==> src/rtl/fpbr_pkg.sv <==
package fpbr_pkg;
  typedef enum logic [1:0] {
    NPC_SEQ     = 2'b00,
    NPC_SKIP    = 2'b01,
    NPC_DELAYED = 2'b10,
    NPC_DIRECT  = 2'b11
  } npc_sel_e;

  localparam logic [1:0] OP_FIELD_BR  = 2'b00;
  localparam logic [2:0] OP2_FIELD_FB = 3'b110;
  localparam logic [3:0] COND_ALWAYS  = 4'b1000;

  // Outcome set for codes 0..7; bit index = compare code (0 E, 1 L, 2 G, 3 U).
  // Codes 8..15 are the complements of these.
  function automatic logic [3:0] base_mask(input logic [2:0] c);
    case (c)
      3'd0:    base_mask = 4'b0000;
      3'd1:    base_mask = 4'b1110;
      3'd2:    base_mask = 4'b0110;
      3'd3:    base_mask = 4'b1010;
      3'd4:    base_mask = 4'b0010;
      3'd5:    base_mask = 4'b1100;
      3'd6:    base_mask = 4'b0100;
      default: base_mask = 4'b1000;
    endcase
  endfunction
endpackage

==> src/rtl/fpbr_cond.sv <==
module fpbr_cond #(
  parameter int COND_W = 4,
  parameter int FCC_W  = 2
) (
  input  logic [COND_W-1:0] cond_i,
  input  logic [FCC_W-1:0]  fcc_i,
  output logic              take_o
);
  localparam int NCOND = 1 << COND_W;
  localparam int NOUT  = 1 << FCC_W;

  logic [NOUT-1:0] mask_tbl [NCOND];

  for (genvar g = 0; g < NCOND; g++) begin : g_mask
    localparam logic [COND_W-1:0] CODE = COND_W'(g);
    assign mask_tbl[g] = fpbr_pkg::base_mask(CODE[2:0]) ^ {NOUT{CODE[COND_W-1]}};
  end

  always_comb take_o = mask_tbl[cond_i][fcc_i];
endmodule

==> src/rtl/fpbr_target.sv <==
module fpbr_target #(
  parameter int ADDR_W = 32,
  parameter int DISP_W = 22
) (
  input  logic [ADDR_W-1:0] pc_i,
  input  logic [DISP_W-1:0] disp_i,
  output logic [ADDR_W-1:0] target_o
);
  localparam int PAD_W = ADDR_W - DISP_W - 2;

  logic [ADDR_W-1:0] offset;

  always_comb begin
    offset   = {{PAD_W{disp_i[DISP_W-1]}}, disp_i, 2'b00};
    target_o = pc_i + offset;
  end
endmodule

==> src/rtl/fpbr_ctrl.sv <==
module fpbr_ctrl (
  input  logic                 hit_i,
  input  logic                 take_i,
  input  logic                 annul_bit_i,
  input  logic                 always_i,
  output fpbr_pkg::npc_sel_e   sel_o,
  output logic                 annul_o
);
  import fpbr_pkg::*;

  always_comb begin
    sel_o   = NPC_SEQ;
    annul_o = 1'b0;
    if (hit_i) begin
      if (!take_i) begin
        annul_o = annul_bit_i;
        sel_o   = annul_bit_i ? NPC_SKIP : NPC_SEQ;
      end else if (always_i && annul_bit_i) begin
        annul_o = 1'b1;
        sel_o   = NPC_DIRECT;
      end else begin
        sel_o   = NPC_DELAYED;
      end
    end
  end
endmodule

==> src/rtl/fpbr_eval.sv <==
module fpbr_eval #(
  parameter int ADDR_W = 32,
  parameter int CNT_W  = 16
) (
  input  logic              clk,
  input  logic              rst,
  input  logic              valid_i,
  input  logic [31:0]       instr_i,
  input  logic [ADDR_W-1:0] pc_i,
  input  logic [1:0]        fcc_i,
  output logic              hit_o,
  output logic              taken_o,
  output logic [ADDR_W-1:0] target_o,
  output logic [1:0]        npc_sel_o,
  output logic              annul_o,
  output logic [CNT_W-1:0]  taken_cnt_o
);
  import fpbr_pkg::*;

  localparam int DISP_W = 22;
  localparam int COND_W = 4;

  logic              is_br;
  logic              cond_true;
  logic              take;
  logic              annul_nx;
  logic [ADDR_W-1:0] tgt_nx;
  npc_sel_e          sel_nx;
  logic [COND_W-1:0] cond_code;

  assign cond_code = instr_i[28:25];
  assign is_br     = valid_i && (instr_i[31:30] == OP_FIELD_BR)
                             && (instr_i[24:22] == OP2_FIELD_FB);
  assign take      = is_br && cond_true;

  fpbr_cond #(.COND_W(COND_W), .FCC_W(2)) u_cond (
    .cond_i (cond_code),
    .fcc_i  (fcc_i),
    .take_o (cond_true)
  );

  fpbr_target #(.ADDR_W(ADDR_W), .DISP_W(DISP_W)) u_tgt (
    .pc_i     (pc_i),
    .disp_i   (instr_i[DISP_W-1:0]),
    .target_o (tgt_nx)
  );

  fpbr_ctrl u_ctrl (
    .hit_i       (is_br),
    .take_i      (take),
    .annul_bit_i (instr_i[29]),
    .always_i    (cond_code == COND_ALWAYS),
    .sel_o       (sel_nx),
    .annul_o     (annul_nx)
  );

  always_ff @(posedge clk) begin
    if (rst) begin
      hit_o       <= 1'b0;
      taken_o     <= 1'b0;
      target_o    <= '0;
      npc_sel_o   <= NPC_SEQ;
      annul_o     <= 1'b0;
      taken_cnt_o <= '0;
    end else begin
      hit_o     <= is_br;
      taken_o   <= take;
      target_o  <= is_br ? tgt_nx : '0;
      npc_sel_o <= sel_nx;
      annul_o   <= annul_nx;
      if (take) taken_cnt_o <= taken_cnt_o + 1'b1;
    end
  end
endmodule

==> config.mk <==
export PLATFORM = sky130hd
export DESIGN_NAME = fpbr_eval
export DESIGN_NICKNAME = d
export VERILOG_FILES = /design/src/rtl/fpbr_pkg.sv /design/src/rtl/fpbr_cond.sv /design/src/rtl/fpbr_target.sv /design/src/rtl/fpbr_ctrl.sv /design/src/rtl/fpbr_eval.sv
export SDC_FILE = /design/constraint.sdc
export NUM_CORES = 1
export LEC_CHECK = 0
export CAP_MARGIN = 10
export CORE_MARGIN = 2
export CORE_UTILIZATION = 35
export CTS_CLUSTER_SIZE = 40
export DETAILED_ROUTE_END_ITERATION = 16
export PLACE_DENSITY_LB_ADDON = 0.08
export SLEW_MARGIN = 20
export SYNTH_ARGS = -nofsm -noshare
export SYNTH_HDL_FRONTEND = slang
export SYNTH_SLANG_ARGS = --single-unit
==> constraint.sdc <==
create_clock -name clk -period 2.15 [get_ports clk]
set_input_delay 0.3225 -clock clk [delete_from_list [all_inputs] [get_ports clk]]
set_output_delay 0.3225 -clock clk [all_outputs]
set_load 0.02 [all_outputs]
==> metrics.md, run 1 <==
| Metric | Value |
|---|---|
| Setup Viol. Count Final | `0` |
| Delay-heaviest family, CP | `simple AND/OR/NAND/NOR gates` |
| DRC violations left | `0` |
| Post-layout util | `63.5%` |
| Post-synthesis sequential area ratio | `30.6%` |
| Worst path required time | `2.35 ns` |
| Area Growth Syn to Fin | `74.2%` |
| Initial antenna violation count | `0` |
| Total grt overflow | `0` |
| Die area | `0.0105 sq mm` |
| CTS sink cnt | `52` |
| Worst-margin pin slew | `0.419 ns` |
| Critical hold path startpoint | `instr_i[0]` |
| Total CTS buffers | `5` |
| # IOs | `122` |
| First-pass GRT wire length | `16,400 microns` |
| H-tree lvl count | `2` |
| ANT cells | `0` |
| Critical path class | `in2reg` |
| MaxCap Viol Count | `0` |
| Slew Limit Fails | `0` |
| CTS tree | `done` |
| Hold EP | `target_o[2]` |
| Synth cell types | `55` |
| Die height | `103 microns` |
| Fmax | `0.483 GHz` |
| Die width | `103 microns` |
| Crit-path slowest cell | `clkdlybuf4s50_1` |
| Share of synthesized flip-flops with an asynchronous set or reset | `0%` |
| CP Depth | `9` |
| Syn Inst Count | `421` |
| Hold WC Path Type | `in2reg` |
| Worst-case register-to-register setup slack | `0.32 ns` |
| Slew headroom | `72.0%` |
| Clock Path Buffers | `2` |
| Vias | `3,653` |
| Drt pass-1 iters | `4` |
| Outcome | `finished clean` |
| Detail Placement HPWL | `8270 microns` |
| CTS root buffer | `clkbuf_8` |
| Share of cells above drive strength 1 | `25.7%` |
| Routability cong. | `0.907` |
| Period utilization | `96.2%` |
| Main flop type after synthesis | `dfxtp_1` |
| Total core area | `0.00933 sq mm` |
| Largest net degree at the start of global routing | `19` |
| Placed cells | `749` |
| Mapped Area | `0.00340 sq mm` |
| Clock transition at the registers of the reported paths | `0.10 ns` |
| CP Capture Type | `flop` |
| Yosys reg bits | `52` |
| Gr usage total | `19.3%` |
| Worst R2R End | `taken_cnt_o[15]` |
| DR WL/cell | `13.4 microns` |
| Slowest stage delay, CP | `0.52 ns` |
| Final non-filler cell total | `760` |
| Crit-path max FO | `5` |
| Iter 0 DRT Violations | `87` |
| Worst VDD drop | `0.230 mV` |
| Crit-path cells | `clkdlybuf4s50_1 > nand3b_1 > a21oi_1 > nor4_4 > o2111ai_4 > buf_6 > nor3b_4 > xnor2_1 > nor2_1` |
| Worst Path Arrival | `2.27 ns` |
| Hold-fix buffers at CTS | `0` |
| Final ANT Viol Nets | `0` |
| Fin Clk Skew | `0.0133 ns` |
| Unrepaired setup endpoints after global routing | `yes` |
| CP startpoint kind | `input pin` |
| Clk_lat worst skew | `0.30 ns` |
| Origin of the critical flop-to-flop path | `taken_cnt_o[4]` |
| NumNets Final | `732` |
| Rows | `35` |
| Number of vias per cell | `4.81` |
| Hold Vio Cnt, Final | `0` |
| CP bufs+invs | `2` |
| Routed Wire Length | `10,200 microns` |
| Hold Crit Depth | `3` |
| Syn. warnings | `0` |
| Starting Density | `36.5%` |
| Post-synth net total | `523` |
| Fin crit period | `2.07 ns` |
| Leak | `2.57 nW` |
| PortBufs | `121` |
| Vias in the first global route | `3,628` |
| PwrDens | `437 mW/mm^2` |
| Post-Syn Area per Cell | `8.08 sq um` |
| R2R cell count | `7` |
| EDFF count, synth | `0` |
## cells by family (layout without fill, tap and decap cells)
group | count (synthesis) | count (layout) | synth area share (%)
compound gates | 102 | 102 | 18.6
xor+xnor | 39 | 39 | 10.0
fa+ha+maj | 33 | 33 | 12.4
buf+inv | 27 | 237 | 3.23
flops | 52 | 52 | 30.6
mux | 4 | 4 | 1.18
simple gates | 164 | 164 | 24.0
## where the power goes
part | internal [mW] | switching [mW]
Clock | 0.346 | 0.321
Combinational | 0.521 | 0.436
Sequential | 0.965 | 0.00112
Total | 1.83 | 0.758
## registers in the layout, indices dropped and copies added, names as in the netlist
signal,flops
taken_o,1
target_o,32
hit_o,1
npc_sel_o,2
taken_cnt_o,16
## timing repair
| action | 4_1_cts | 5_1_grt |
|---|---|---|
| endpoints found under the setup margin | 25 | 27 |
| hold endpoints to repair | 0 | 0 |
| gates resized for setup | 48 | 43 |
| buffers inserted | 1 | 1 |
| pin swaps | 27 | 28 |
| gates cloned | 1 | 0 |
## worst max path at each step
stage / from / slack, ns / to
after global routing: instr_i[27] / -0.02 / taken_cnt_o[12]
final: instr_i[27] / 0.08 / taken_cnt_o[12]
after CTS: instr_i[16] / -0.002 / target_o[28]
after floorplan: instr_i[0] / 0.0005 / target_o[28]
after global placement: instr_i[0] / -0.55 / target_o[28]
after detailed placement: pc_i[2] / -0.58 / target_o[28]
## per-layer routing
layer,wire (microns),track usage (%),up-vias
met5,0,0,-
li1,-,-,1886
met2,5170,35.9,77
met1,4610,24.0,1680
met4,119,4.10,0
met3,316,1.83,10
## through the flow
| step | TNS (ns) | hold slack, ns | cell area, sq um | power (mW) | worst slack (ns) |
|---|---|---|---|---|---|
| 6_report | 0 | 0.379 | 5930 | 2.59 | 0.0807 |
| 5_1_grt | -0.0489 | 0.379 | 5930 | 2.74 | -0.0212 |
| 4_1_cts | -0.00195 | 0.463 | 5720 | 2.57 | -0.00195 |
| 3_5_place_dp | -13.79 | 0.535 | 5430 | 1.87 | -0.584 |
| 3_3_place_gp | -12.53 | 0.506 | 5430 | 1.86 | -0.547 |
| 2_1_floorplan | 0 | 0.436 | 3430 | 1.43 | 0.000463 |
## synthesized netlist by cell type (all sizes together), types with 2 or more instances
cell / number / area (sq um)
and2: 5 / 31.3
dfxtp: 52 / 1040
a21o: 8 / 61.3
and4: 2 / 17.5
nor3b: 3 / 32.5
mux2i: 4 / 40.0
nand2: 42 / 163
buf: 3 / 20.0
or3: 5 / 31.3
or2: 3 / 18.8
xor2: 13 / 114
nand3: 6 / 30.0
nand2b: 4 / 25.0
o22ai: 2 / 18.8
inv: 16 / 60.1
nor3: 13 / 100
a211o: 3 / 26.3
xnor2: 26 / 228
a21oi: 37 / 185
nor4: 3 / 25.0
o31ai: 2 / 15.0
o211ai: 4 / 30.0
clkbuf: 8 / 30.0
nand4: 7 / 43.8
o21bai: 7 / 52.6
nor2: 62 / 233
and3: 5 / 31.3
ha: 32 / 400
o21ai: 23 / 119
a21boi: 3 / 22.5
o21a: 6 / 45.0
## cell type report
type / instances / area [sq um]
fillers: 825 / 3400
multi-input cells: 342 / 2620
repair buffers: 213 / 1930
flip-flops and latches: 52 / 1040
well taps: 129 / 161
clock buffers: 6 / 72.6
inverters: 16 / 60.1
clock inverters: 2 / 35.0
## worst reg2reg max path, stage by stage, from the launching register on
cell     delay (ns)
dfxtp_1        0.43
and4_1         0.26
and3_1         0.24
and3_1         0.22
nand3_1        0.16
nor4_2         0.20
xnor2_1        0.15
nor2_1         0.06
## layout by cell type, fill, tap and decap left out, types with 14 or more instances in the layout
cell              n
ha_4             14
clkdlybuf4s50_1  87
nand2_1          39
nor2_1           61
dlygate4sd2_1    17
buf_4            89
xnor2_1          26
ha_1             17
inv_1            14
a21oi_1          30
dlymetal6s2s_1   15
dfxtp_1          52
Note: power is estimated with default switching activity, not from simulation.
==> run 2, diff against run 1 <==
- CTS_CLUSTER_SIZE: 40 -> 25
- DONT_BUFFER_PORTS: unset -> 1
==> run 2 against run 1 <==
  * Critical path depth grew 1
  * Setup slack gained 0.14 ns
  * Hold slack lost 0.29 ns
==> metrics.md, run 2 (synthesized netlist as in run 1, its figures left out) <==
| Metric | Value |
|---|---|
| Outcome | `finished clean` |
| DRC violations left | `0` |
| Total CTS buffers | `5` |
| Clock share of power | `26.4%` |
| Worst-case register-to-register setup slack | `0.42 ns` |
| Clk_lat worst skew | `0.29 ns` |
| Post-CTS Setup Inserts | `0` |
| H-tree lvl count | `2` |
| Die width | `103 microns` |
| Hold Vio Cnt, Final | `0` |
| Largest registers | `target_o: 32 flops, taken_cnt_o: 16 flops, npc_sel_o: 2 flops` |
| CTS sink cnt | `52` |
| Die area | `0.0105 sq mm` |
| ANT cells | `0` |
| CP startpoint kind | `input pin` |
| R2R cell count | `7` |
| Fin crit period | `1.93 ns` |
| Worst Path Arrival | `2.12 ns` |
| Final non-filler cell total | `593` |
| Total grt overflow | `0` |
| Detail Placement HPWL | `7360 microns` |
| MaxCap Viol Count | `0` |
| Die height | `103 microns` |
| Routability cong. | `0.860` |
| Unrepaired setup endpoints after global routing | `no` |
| Worst R2R End | `taken_cnt_o[15]` |
| Post-CTS resize count | `0` |
| Seq pwr share | `44.5%` |
| CP Capture Type | `flop` |
| Switching share of power | `29.0%` |
| Clock transition at the registers of the reported paths | `0.09 ns` |
| Worst-margin pin slew | `0.385 ns` |
| Number of vias per cell | `5.01` |
| Sw power | `633 uW` |
| Hold EP | `taken_cnt_o[7]` |
| Worst VDD drop | `0.247 mV` |
| Placed cells | `586` |
| Initial antenna violation count | `0` |
| Crit-path max FO | `3` |
| # IOs | `122` |
| Gr busiest metal | `met2` |
| Slew headroom | `74.3%` |
| Drt pass-1 iters | `4` |
| Commonest non-fill, non-tap cell in the layout | `nor2_1` |
| Fin Clk Skew | `0.00705 ns` |
| Area Growth Syn to Fin | `17.5%` |
| Share of cells above drive strength 1 | `16.6%` |
| First-pass GRT wire length | `14,000 microns` |
| Final TNS setup | `0 ns` |
| Routing usage on met2 | `28.5%` |
| DR WL/cell | `14.6 microns` |
| Pint | `1.55 mW` |
| Critical path class | `in2reg` |
| Origin of the critical flop-to-flop path | `taken_cnt_o[5]` |
| Critical hold path startpoint | `rst` |
| Slew Limit Fails | `0` |
| Combinational Power Share | `29.1%` |
| Clock Path Buffers | `2` |
| Hold Crit Depth | `1` |
| Commonest non-fill, non-tap cells in the layout | `nor2_1, dfxtp_1, buf_4, nand2_1, a21oi_1` |
| Iter 0 DRT Violations | `89` |
| CTS tree | `done` |
| Hold WC Path Type | `in2reg` |
| Most flops, register | `target_o` |
| Total core area | `0.00933 sq mm` |
| Leak | `1.62 nW` |
| Vias | `2,968` |
| NumNets Final | `566` |
| Vias in the first global route | `2,930` |
| PwrDens | `545 mW/mm^2` |
| Starting Density | `36.5%` |
| Rows | `35` |
| Gr usage total | `16.7%` |
| Fmax | `0.517 GHz` |
| Setup Viol. Count Final | `0` |
| Met3 GRT Util | `2.03%` |
| Met1 Use GR | `22.1%` |
| Largest net degree at the start of global routing | `23` |
| Period utilization | `89.9%` |
| Worst path required time | `2.34 ns` |
| Final ANT Viol Nets | `0` |
| PortBufs | `0` |
| Hold-fix buffers at CTS | `0` |
| CTS root buffer | `clkbuf_8` |
| Routed Wire Length | `8650 microns` |
| Number of flip-flops under the largest register name | `32` |
-- run 2: cell count changes in the layout (fill, tap and decap cells not counted), moves of 14 or more --
| cell | before | now |
|---|---|---|
| dlymetal6s2s_1 | 15 | 0 |
| clkdlybuf4s50_1 | 87 | 0 |
| buf_4 | 89 | 46 |
| ha_1 | 17 | 32 |
| ha_4 | 14 | 0 |
| dlygate4sd2_1 | 17 | 0 |
-- run 2: power by group through the flow --
stage | Combinational, mW | Sequential, mW | Clock [mW]
CTS | 0.639 | 0.971 | 0.610
floorplan | 0.436 | 0.993 | 0
global placement | 0.636 | 0.994 | 0
detailed placement | 0.636 | 0.994 | 0
finish | 0.635 | 0.971 | 0.576
global route | 0.715 | 0.972 | 0.640
-- run 2: final cells by class --
type	instances	area [sq um]
flip-flops and latches	52	1040
fillers	964	5330
well taps	129	161
inverters	16	60.1
clock buffers	7	96.3
multi-input cells	342	2280
repair buffers	47	365
-- run 2: per-layer routing --
layer | vias to the layer above | share of wire, %
li1 | 1559 | -
met1 | 1319 | 47
met2 | 83 | 47
met3 | 7 | 4.9
met4 | 0 | 1.3
met5 | - | 0
-- run 2: critical path, stage by stage --
cell	delay, ns
ha_1	0.14
inv_1	0.05
fa_1	0.38
nand2b_4	0.17
a21oi_4	0.15
o211ai_1	0.14
a211o_1	0.36
o31ai_2	0.21
xnor2_1	0.14
nor2_1	0.05
-- run 2: per-stage QoR --
| step | power [mW] | util (%) | setup WS, ns | cell area [sq um] | hold WS, ns |
|---|---|---|---|---|---|
| floorplan | 1.43 | - | 0.000463 | 3430 | 0.436 |
| global placement | 1.63 | 41.9 | -0.0861 | 3900 | 0.398 |
| detailed placement | 1.63 | 41.9 | -0.110 | 3900 | 0.398 |
| CTS | 2.22 | 42.9 | 0.213 | 4000 | 0.0678 |
| global route | 2.33 | 42.9 | 0.0801 | 4000 | 0.0675 |
| finish | 2.18 | 42.9 | 0.217 | 4000 | 0.0840 |
-- run 2: worst max-delay path by stage --
stage / from / end / cells after the start
6_report: instr_i[0] / target_o[28] / 10
5_1_grt: instr_i[0] / target_o[28] / 10
4_1_cts: instr_i[0] / target_o[28] / 10
3_5_place_dp: instr_i[0] / target_o[28] / 10
3_3_place_gp: instr_i[0] / target_o[28] / 10
2_1_floorplan: instr_i[0] / target_o[28] / 10
